File: config.mk
export PLATFORM = sky130hd
export DESIGN_NAME = opspec_decoder
export DESIGN_NICKNAME = d
export VERILOG_FILES = /design/src/rtl/opspec_pkg.sv /design/src/rtl/opspec_classify.sv /design/src/rtl/opspec_collect.sv /design/src/rtl/opspec_decoder.sv
export SDC_FILE = /design/constraint.sdc
export NUM_CORES = 1
export LEC_CHECK = 0
export BUFFER_PORTS_ARGS = -buffer_cell sky130_fd_sc_hd__buf_4
export CAP_MARGIN = 20
export CORE_AREA = 2 2 94 96
export CTS_BUF_LIST = sky130_fd_sc_hd__clkbuf_16
export DETAILED_ROUTE_END_ITERATION = 8
export DIE_AREA = 0 0 96 98
export PLACE_DENSITY = 0.79
export REMOVE_ABC_BUFFERS = 1
export SLEW_MARGIN = 10
export SYNTH_ARGS = -nofsm -noshare
export SYNTH_HDL_FRONTEND = slang
export SYNTH_SLANG_ARGS = --single-unit
File: constraint.sdc
create_clock -name clk -period 2.4 [get_ports clk]
set_input_delay 0.12 -clock clk [delete_from_list [all_inputs] [get_ports clk]]
set_output_delay 0.12 -clock clk [all_outputs]
set_load 0.01 [all_outputs]
File: src/rtl/opspec_pkg.sv
package opspec_pkg;

  localparam int BYTE_W    = 8;
  localparam int EXT_LANES = 8;
  localparam int EXT_W     = BYTE_W * EXT_LANES;
  localparam int DISP_W    = 32;
  localparam int LEN_W     = 4;
  localparam int NIB_W     = 4;
  localparam int LIT_W     = 6;

  localparam logic [NIB_W-1:0] PC_REG     = 4'hF;
  localparam logic [NIB_W-1:0] MODE_INDEX = 4'h4;
  localparam logic [NIB_W-1:0] MODE_REG   = 4'h5;
  localparam logic [NIB_W-1:0] MODE_AINC  = 4'h8;
  localparam logic [NIB_W-1:0] MODE_AINCD = 4'h9;

  typedef enum logic [1:0] {EXT_NONE, EXT_LIT, EXT_DISP, EXT_RAW} ext_kind_e;
  typedef enum logic [1:0] {ST_HEAD, ST_BASE, ST_EXT, ST_DONE} dec_state_e;

  // operand size code to byte count
  function automatic logic [LEN_W-1:0] imm_bytes(input logic [1:0] code);
    return LEN_W'(1) << code;
  endfunction

  // final shaping of the collected extension
  function automatic logic [EXT_W-1:0] shape_ext(input ext_kind_e kind,
                                                 input logic [EXT_W-1:0] acc,
                                                 input logic [LIT_W-1:0] lit,
                                                 input logic [LEN_W-1:0] nbytes);
    logic [DISP_W-1:0] d;
    case (kind)
      EXT_LIT:  return {{(EXT_W-LIT_W){1'b0}}, lit};
      EXT_DISP: begin
        case (nbytes)
          4'd1:    d = {{(DISP_W-8){acc[7]}}, acc[7:0]};
          4'd2:    d = {{(DISP_W-16){acc[15]}}, acc[15:0]};
          default: d = acc[DISP_W-1:0];
        endcase
        return {{(EXT_W-DISP_W){1'b0}}, d};
      end
      EXT_RAW:  return acc;
      default:  return '0;
    endcase
  endfunction

endpackage

File: src/rtl/opspec_classify.sv
module opspec_classify
  import opspec_pkg::*;
(
  input  logic [BYTE_W-1:0] spec_byte,
  input  logic [1:0]        size_code,
  output ext_kind_e         kind,
  output logic [LEN_W-1:0]  ext_len,
  output logic              is_index,
  output logic              bad_after_index
);
  logic [NIB_W-1:0] mode;
  logic             is_lit;
  logic             is_pc;

  assign mode   = spec_byte[7:4];
  assign is_lit = (spec_byte[7:6] == 2'b00);
  assign is_pc  = (spec_byte[3:0] == PC_REG);

  always_comb begin
    kind    = EXT_NONE;
    ext_len = '0;
    if (is_lit) begin
      kind = EXT_LIT;
    end else begin
      case (mode)
        MODE_AINC:  if (is_pc) begin kind = EXT_RAW; ext_len = imm_bytes(size_code); end
        MODE_AINCD: if (is_pc) begin kind = EXT_RAW; ext_len = 4'd4; end
        4'hA, 4'hB: begin kind = EXT_DISP; ext_len = 4'd1; end
        4'hC, 4'hD: begin kind = EXT_DISP; ext_len = 4'd2; end
        4'hE, 4'hF: begin kind = EXT_DISP; ext_len = 4'd4; end
        default: ;
      endcase
    end
  end

  assign is_index        = (mode == MODE_INDEX);
  assign bad_after_index = is_lit || (mode == MODE_REG) || (mode == MODE_INDEX) ||
                           ((mode == MODE_AINC) && is_pc);
endmodule

File: src/rtl/opspec_collect.sv
module opspec_collect
  import opspec_pkg::*;
#(
  parameter int LANES = EXT_LANES,
  parameter int BW    = BYTE_W,
  parameter int CNT_W = $clog2(LANES + 1)
)(
  input  logic                clk,
  input  logic                rst_n,
  input  logic                clear,
  input  logic                load,
  input  logic [CNT_W-1:0]    lane_sel,
  input  logic [BW-1:0]       din,
  output logic [LANES*BW-1:0] acc
);
  for (genvar g = 0; g < LANES; g++) begin : g_lane
    always_ff @(posedge clk) begin
      if (!rst_n)                                  acc[g*BW +: BW] <= '0;
      else if (clear)                              acc[g*BW +: BW] <= '0;
      else if (load && (lane_sel == CNT_W'(g)))    acc[g*BW +: BW] <= din;
    end
  end

  // extension bytes never land outside the lanes
  assert_lane_range_R3: assert property (@(posedge clk) disable iff (!rst_n)
    load |-> (lane_sel < CNT_W'(LANES)));

  // a cleared lane file is zero the cycle after
  assert_clear_R5: assert property (@(posedge clk) disable iff (!rst_n)
    clear |=> (acc == '0));
endmodule

File: src/rtl/opspec_decoder.sv
module opspec_decoder
  import opspec_pkg::*;
(
  input  logic              clk,
  input  logic              rst_n,
  input  logic              in_valid,
  input  logic [7:0]        in_byte,
  output logic              in_ready,
  input  logic [1:0]        op_size,
  output logic              spec_done,
  output logic [3:0]        spec_mode,
  output logic [3:0]        spec_reg,
  output logic              spec_indexed,
  output logic [3:0]        spec_xreg,
  output logic [63:0]       spec_ext,
  output logic [3:0]        spec_len,
  output logic              spec_illegal
);
  localparam int CNT_W = $clog2(EXT_LANES + 1);

  dec_state_e         state_q;
  ext_kind_e          kind_q;
  logic [LEN_W-1:0]   len_q;
  logic [CNT_W-1:0]   ext_cnt_q;
  logic [LEN_W-1:0]   ext_total_q;
  logic [NIB_W-1:0]   mode_q, reg_q, xreg_q;
  logic [LIT_W-1:0]   lit_q;
  logic               idx_q, illegal_q;
  logic [EXT_W-1:0]   acc;

  ext_kind_e          c_kind;
  logic [LEN_W-1:0]   c_ext_len;
  logic               c_index, c_bad;

  // named internal events
  logic accept, take_base, base_bad, ext_last, ext_load, head_clear;

  opspec_classify u_class (
    .spec_byte       (in_byte),
    .size_code       (op_size),
    .kind            (c_kind),
    .ext_len         (c_ext_len),
    .is_index        (c_index),
    .bad_after_index (c_bad)
  );

  opspec_collect #(.LANES(EXT_LANES), .BW(BYTE_W), .CNT_W(CNT_W)) u_coll (
    .clk      (clk),
    .rst_n    (rst_n),
    .clear    (head_clear),
    .load     (ext_load),
    .lane_sel (ext_cnt_q),
    .din      (in_byte),
    .acc      (acc)
  );

  assign in_ready   = (state_q != ST_DONE);
  assign accept     = in_valid && in_ready;
  assign head_clear = accept && (state_q == ST_HEAD);
  assign ext_load   = accept && (state_q == ST_EXT);
  assign take_base  = accept && (((state_q == ST_HEAD) && !c_index) || (state_q == ST_BASE));
  assign base_bad   = (state_q == ST_BASE) && c_bad;
  assign ext_last   = ext_load && ((LEN_W'(ext_cnt_q) + 4'd1) == ext_total_q);

  always_ff @(posedge clk) begin
    if (!rst_n) begin
      state_q     <= ST_HEAD;
      kind_q      <= EXT_NONE;
      len_q       <= '0;
      ext_cnt_q   <= '0;
      ext_total_q <= '0;
      mode_q      <= '0;
      reg_q       <= '0;
      xreg_q      <= '0;
      lit_q       <= '0;
      idx_q       <= 1'b0;
      illegal_q   <= 1'b0;
    end else if (accept) begin
      unique case (state_q)
        ST_HEAD: begin
          len_q     <= 4'd1;
          ext_cnt_q <= '0;
          idx_q     <= c_index;
          xreg_q    <= c_index ? in_byte[3:0] : '0;
          if (c_index) state_q <= ST_BASE;
        end
        ST_BASE: len_q <= len_q + 4'd1;
        ST_EXT: begin
          len_q     <= len_q + 4'd1;
          ext_cnt_q <= ext_cnt_q + CNT_W'(1);
          if (ext_last) state_q <= ST_DONE;
        end
        default: ;
      endcase
      if (take_base) begin
        mode_q      <= in_byte[7:4];
        reg_q       <= in_byte[3:0];
        lit_q       <= in_byte[5:0];
        illegal_q   <= base_bad;
        kind_q      <= base_bad ? EXT_NONE : c_kind;
        ext_total_q <= base_bad ? '0 : c_ext_len;
        state_q     <= (base_bad || (c_ext_len == '0)) ? ST_DONE : ST_EXT;
      end
    end else if (state_q == ST_DONE) begin
      state_q <= ST_HEAD;
    end
  end

  assign spec_done    = (state_q == ST_DONE);
  assign spec_mode    = mode_q;
  assign spec_reg     = reg_q;
  assign spec_indexed = idx_q;
  assign spec_xreg    = xreg_q;
  assign spec_len     = len_q;
  assign spec_illegal = illegal_q;
  assign spec_ext     = shape_ext(kind_q, acc, lit_q, ext_total_q);

  // completion is a single-cycle pulse that follows a taken byte
  assert_done_pulse_R9: assert property (@(posedge clk) disable iff (!rst_n)
    spec_done |=> !spec_done);
  assert_done_follows_byte_R9: assert property (@(posedge clk) disable iff (!rst_n)
    $rose(spec_done) |-> $past(accept));

  // no byte offered means no progress
  assert_stall_hold_R8: assert property (@(posedge clk) disable iff (!rst_n)
    (!accept && (state_q != ST_DONE)) |=> ($stable(state_q) && $stable(len_q) && $stable(ext_cnt_q)));

  // illegal results have a fixed shape
  assert_illegal_shape_R7: assert property (@(posedge clk) disable iff (!rst_n)
    (spec_done && spec_illegal) |-> (spec_indexed && (spec_len == 4'd2) && (spec_ext == '0)));

  // a legal literal is a single byte with a 6-bit value
  assert_literal_R1: assert property (@(posedge clk) disable iff (!rst_n)
    (spec_done && !spec_illegal && (spec_mode[3:2] == 2'b00)) |->
      ((spec_len == 4'd1) && (spec_ext[63:6] == '0)));

  // displacement results are clean 32-bit sign extensions
  assert_disp_sext_R3: assert property (@(posedge clk) disable iff (!rst_n)
    (spec_done && !spec_illegal && (spec_mode >= 4'hA)) |->
      ((spec_ext[63:32] == '0) &&
       ((spec_mode >= 4'hE) || (spec_ext[31:16] == {16{spec_ext[15]}}))));

  // a specifier never exceeds prefix, base and an 8-byte immediate
  assert_len_max_R6: assert property (@(posedge clk) disable iff (!rst_n)
    spec_done |-> ((spec_len >= 4'd1) && (spec_len <= 4'd10)));
endmodule

# [After elaboration in Yosys (flattened, before gate mapping)]
# Cells that the tools add are included.
[totals] register_bits=100 output_inout_bits=84 word_cells=116 input_bits=13
[op_classes] muxes=21 n_bitwise=1 addsub=2 n_eq_ne=31 reduce_logical=41 shift=1
[ops] cell="64-bit one-hot mux with 3 select lines" count=1
[ops] cell="32-bit one-hot mux with 2 select lines" count=1
[ops] cell="4-bit == test, second input constant" count=9
[ops] cell="4-bit by 3-bit == test with 1-bit output, second input constant" count=6
[ops] cell="4-bit one-hot mux with 5 select lines" count=1
[ops] cell="1-bit logical AND" count=16
[ops] cell="2-bit 2-to-1 mux" count=8
[ops] cell="4-bit 2-to-1 mux" count=4
[ops] cell="4-bit one-hot mux with 2 select lines" count=2
[ops] cell="4-bit by 2-bit == test with 1-bit output, second input constant" count=3
[ops] cell="2-bit OR reduction" count=6
[ops] cell="4-bit by 1-bit adder with 4-bit output, second input constant" count=2
[ops] cell="2-bit == test, second input constant" count=4
[ops] cell="4-bit by 1-bit == test with 1-bit output, second input constant" count=2
[ops] cell="4-bit logical NOT" count=2
[ops] cell="4-bit inequality test, second input constant" count=2
[ops] cell="2-bit one-hot mux with 2 select lines" count=2
[ops] cell="2-bit AND reduction" count=4
[ops] cell="2-bit nonzero test" count=3
[ops] cell="6-bit OR reduction" count=1
[ops] cell="1-bit logical OR" count=5
[ops] cell="2-bit by 1-bit == test with 1-bit output, second input constant" count=2
[ops] cell="4-bit == test" count=1
[ops] cell="2-bit logical NOT" count=2
[ops] cell="other kinds (8)" count=8

# [Longest topological paths before layout]
[logic_depth] depth_word=9 ltp_mapped=9 depth_no_buf=6

# [Modules after synthesis]
# A second synthesis with hierarchy kept.
[unflattened] cells_unflattened=500 hier_area_um2=4549.4
[by_module_without_submodules] module="opspec_collect" seq_area_each_um2=1281.2 cells_per_inst=223 area_each_um2=2391.0 instances=1
[by_module_without_submodules] module="opspec_decoder" seq_area_each_um2=600.6 cells_per_inst=257 area_each_um2=2020.7 instances=1
[by_module_without_submodules] module="opspec_classify" seq_area_each_um2=0.0 cells_per_inst=20 area_each_um2=137.6 instances=1

# [Worst setup path before layout]
# No wires, ideal clock.
[synth_path] path_kind="register to register" start="reg state_q[0]" end="reg u_coll.acc[32]" t_required_ns=2.272 setup_slack_ns=0.643 path_buffers=2 setup_time_ns=0.128 synth_period_minus_slack_ns=1.757 stages_incl_launch_ff=9 arrival_time_ns=1.629 path_cell_list="dfxtp_1 -> inv_1 -> ha_1 -> clkbuf_1 -> nor4bb_1 -> buf_2 -> nand3_2 -> mux2i_1 -> nor2_1"
[synth_between] elab_chain_cells=4 elab_cells_between_ends=8 cone_classes="eq/ne (2); reduce/logical (6)"
[synth_lines] item="from (decl)" line_no="opspec_decoder.sv:21" text="dec_state_e state_q;"
[synth_lines] item="from (signal assigned)" line_no="opspec_decoder.sv:102" text="state_q <= (base_bad || (c_ext_len == '0)) ? ST_DONE : ST_EXT;"
[synth_lines] item="2-bit inequality test" line_no="opspec_decoder.sv:57" text="assign in_ready = (state_q != ST_DONE);"
[synth_lines] item="1-bit logical AND" line_no="opspec_decoder.sv:58" text="assign accept = in_valid && in_ready;"
[synth_lines] item="1-bit logical AND (on tied branches)" line_no="opspec_decoder.sv:59, opspec_decoder.sv:60"
[synth_lines] item="2-bit OR reduction (no line) or 1-bit logical AND (tied branches)"
[synth_lines] item="to (signal, indexed assignment)" line_no="opspec_collect.sv:20" text="else if (load && (lane_sel == CNT_W'(g))) acc[g*BW +: BW] <= din;"
[synth_lines] item="to (decl)" line_no="opspec_collect.sv:14" text="output logic [LANES*BW-1:0] acc"
# Several ways; a longest one is shown, not always the timed one.
# A chain may end at the register's enable or synchronous reset.

# [Final worst setup path]
[layout_path] start="reg ext_total_q[1]" end="out spec_ext[23]"
[layout_between] elab_chain_cells=3 elab_cells_between_ends=4 cone_classes="eq/ne (2); mux (2)"
[layout_lines] item="from (decl)" line_no="opspec_decoder.sv:25" text="logic [LEN_W-1:0] ext_total_q;"
[layout_lines] item="from (signal assigned)" line_no="opspec_decoder.sv:101" text="ext_total_q <= base_bad ? '0 : c_ext_len;"
[layout_lines] item="4-bit by 2-bit == test with 1-bit output or 4-bit by 1-bit == test with 1-bit output (tied branches)" line_no="opspec_pkg.sv:34" text="case (nbytes)"
[layout_lines] item="32-bit one-hot mux with 2 select lines *" line_no="opspec_pkg.sv:34"
[layout_lines] item="64-bit one-hot mux with 3 select lines *" line_no="opspec_pkg.sv:31" text="case (kind)"
[layout_lines] item="to (decl)" line_no="opspec_decoder.sv:15" text="output logic [63:0] spec_ext,"
# Every way passes the cells marked *; elsewhere a longest branch is shown, timed or not.

==> impl_results.md <==
- Synth Warn #: 0
- Most flops, register: u_coll.acc
- Height of the die: 98 µm
- Max rail drop VDD: approximately 630 µV
- Setup tns final: 0 ps
- GP Congestion: ~0.88
- DRC Markers: 0
- RSZ-0062 raised after global routing: false
- Initial antenna violation count: 0
- Layout Area Growth over Synthesis: 24.69%
- Max Clock Freq: around 450 MHz
- Via count: between 3000 and 4000
- WP data arrival: approximately 2100 ps
- P_leak: about 2.9 nW
- Final hold vios: 0
- Post-CTS Repair Setup Buffers: 0
- Synthesized flop and latch total: 94
- Post-synthesis mux area share: between 15 and 20%
- CTS H-tree lvls: 3
- Setup crit end kind: output port
- Initial Util: between 50 and 60%
- Syn Area/Cell: roughly 8.8 µm²
- Simple-Gate Fraction of Synth Area: between 20 and 25%
- First-pass GRT wire length: roughly 18 mm
- Compound-Gate Fraction of Synth Area: 13.94%
- Adder and majority gate portion of the synthesized area: roughly 2.5%
- Hold_buf cts: 0
- Crit start category: register
- Routed WL: roughly 11 mm
- Post-synth cell types: 45
- Inserted Clock Buffers: 9
- WL/cell: 16.12 µm
- Post-Synthesis Cells: ~510
- Pins Over Slew Limit: 0
- Synth top area cells: dfxtp_1 (42%), mux2i_1 (15%), nor2_1 (6.0%)
- Drt pass-1 iters: 4
- Cell Area, Synth: 4469 µm²
- Clk_lat worst skew: roughly 330 ps
- Num rows: 34
- Post-CTS resize count: 0
- HPWL after DPL: between 7 and 8 mm
- Inserted Diodes: 0
- Layout cells sized above 1: a little over a fifth
- DR vias/cell: about 5.6
- Antenna-violating nets left: 0
- Gr ovfl total: 0
- Max FFs per register: 64
- Number of synthesized flops with an enable pin: 0
- Vias in the first global route: 3492
- Fill cell count: between 700 and 800
- Primary FF master, synth: dfxtp_1
- PD cells: 647.1 nW/µm²
- # setup viols final: 0
- Min Tclk post-route: 2204 ps
- Slew @ Worst Pin: approximately 640 ps
- Synth area leader: dfxtp_1
- Synth Area in XOR/XNOR: around 1.4%
- 1st-iter DRT viols: between 150 and 200
- I/O Buffers: 96
- Main combinational cell family by area after synthesis: simple AND/OR/NAND/NOR gates
- Crit path max fanout: 17
- Outcome: finished clean
- Final period utilization: 91.84%
- Die ar.: roughly 9400 µm²
- Min-Delay Path Class: input pin to register
- # IOs: 97
- GR Util All Layers: ~24%
- NumNets Final: approximately 600
- Most frequent cells in the layout: buf_4 (103), dfxtp_1 (94), nor2_1 (72)
- Core box area: roughly 8500 µm²
- Slew headroom: between 50% and 60%
- CTS root buffer: clkbuf_16
- Clock buffer depth: 2
- Skew final: a little under 8 ps
- Sequential element share of the synthesized area: a little over two fifths
- CTS tree: yes
- Most common cell after layout, fill and taps aside: buf_4
- Synth async-reset ratio: 0%
- CTS clk-pin slew, worst paths: about 60 ps
- Largest net degree at the start of global routing: 65
- CTS Sinks: between 90 and 100
- Worst path required time: between 2000 and 2500 ps
- Fin util: between 60% and 70%
- Post-synth top area share: ~42%
- Setup CP Type: register to output port
- Maxcap violations: 0
- Die W: about 96 µm
==> where the power goes <==
part / internal (W) / switching [W]
clock: 0.00102 / 0.000591
sequential: 0.00159 / 0.0000303
combinational: 0.000130 / 0.000246
total: 0.00274 / 0.000868
==> worst max-delay path: stages (launching register included) <==
cell     delay [ps]
dfxtp_1         390
nor3b_1         170
o21ai_0         260
and4_1          620
o21a_1          190
buf_4           120
==> synth_stat cells, types with 5 or more instances <==
master and n:
a21o_1 12, nor2_1 72, clkbuf_1 38, o21ai_0 24, dfxtp_1 94, ha_1 9
a21oi_1 25, mux2i_1 67, nor3_1 7, nand3_1 10, nand3b_1 7, and3_1 32
o21a_1 16, nand2b_1 5, nand2_1 22, buf_2 6, inv_1 9
==> path summary, 6_finish.rpt <==
path / depth (start not counted) / slack (ps) / endpoint / start
setup / recovery: 5 / 200 / spec_ext[23] / ext_total_q[1]
hold / removal: 2 / 60 / spec_mode[3] / rst_n
setup reg to reg: 7 / 240 / u_coll.acc[7] / state_q[0]
hold reg to reg: 1 / 470 / spec_indexed / spec_indexed
==> through the flow <==
stage | hold slack [ps] | std cells | cell area [µm²] | setup WS, ps | total power, W
after detailed placement | 386.4 | 674 | 5228 | 265.4 | 0.002027
after CTS | 54.12 | 690 | 5573 | 216.4 | 0.003629
after floorplan | 237.6 | 462 | 4297 | -428.9 | 0.001849
after global routing | 78.28 | 690 | 5573 | 60.26 | 0.003737
final | 60.43 | 690 | 5573 | 195.9 | 0.003606
after global placement | 387.9 | 674 | 5228 | 394.8 | 0.002018
==> per-layer routing <==
| layer | wire, µm | GRT usage (%) |
|---|---|---|
| met1 | 4765 | 33.46 |
| met5 | 0 | 0 |
| met2 | 5444 | 39.26 |
| met4 | 159 | 5.495 |
| met3 | 754 | 4.475 |
==> cell families (layout without fill, tap and decap cells) <==
family / count (synthesis) / count (layout)
simple gates: 179 / 179
compound gates: 96 / 96
flops: 94 / 94
mux: 67 / 67
buf+inv: 54 / 130
fa+ha+maj: 9 / 9
xor+xnor: 7 / 7
==> cell type report <==
| cell class | count | area (µm²) | share of cell area, % |
|---|---|---|---|
| Timing Repair Buffer | 104 | 793.3 | 14.23 |
| Multi-Input combinational cell | 358 | 2380 | 42.70 |
| Sequential cell | 94 | 1882 | 33.77 |
| Inverter | 10 | 37.54 | 0.6736 |
| Tap cell | 108 | 135.1 | 2.425 |
| Clock buffer | 9 | 225.2 | 4.041 |
| Clock inverter | 7 | 120.1 | 2.155 |
No activity file was read; power rests on OpenSTA's default activity.
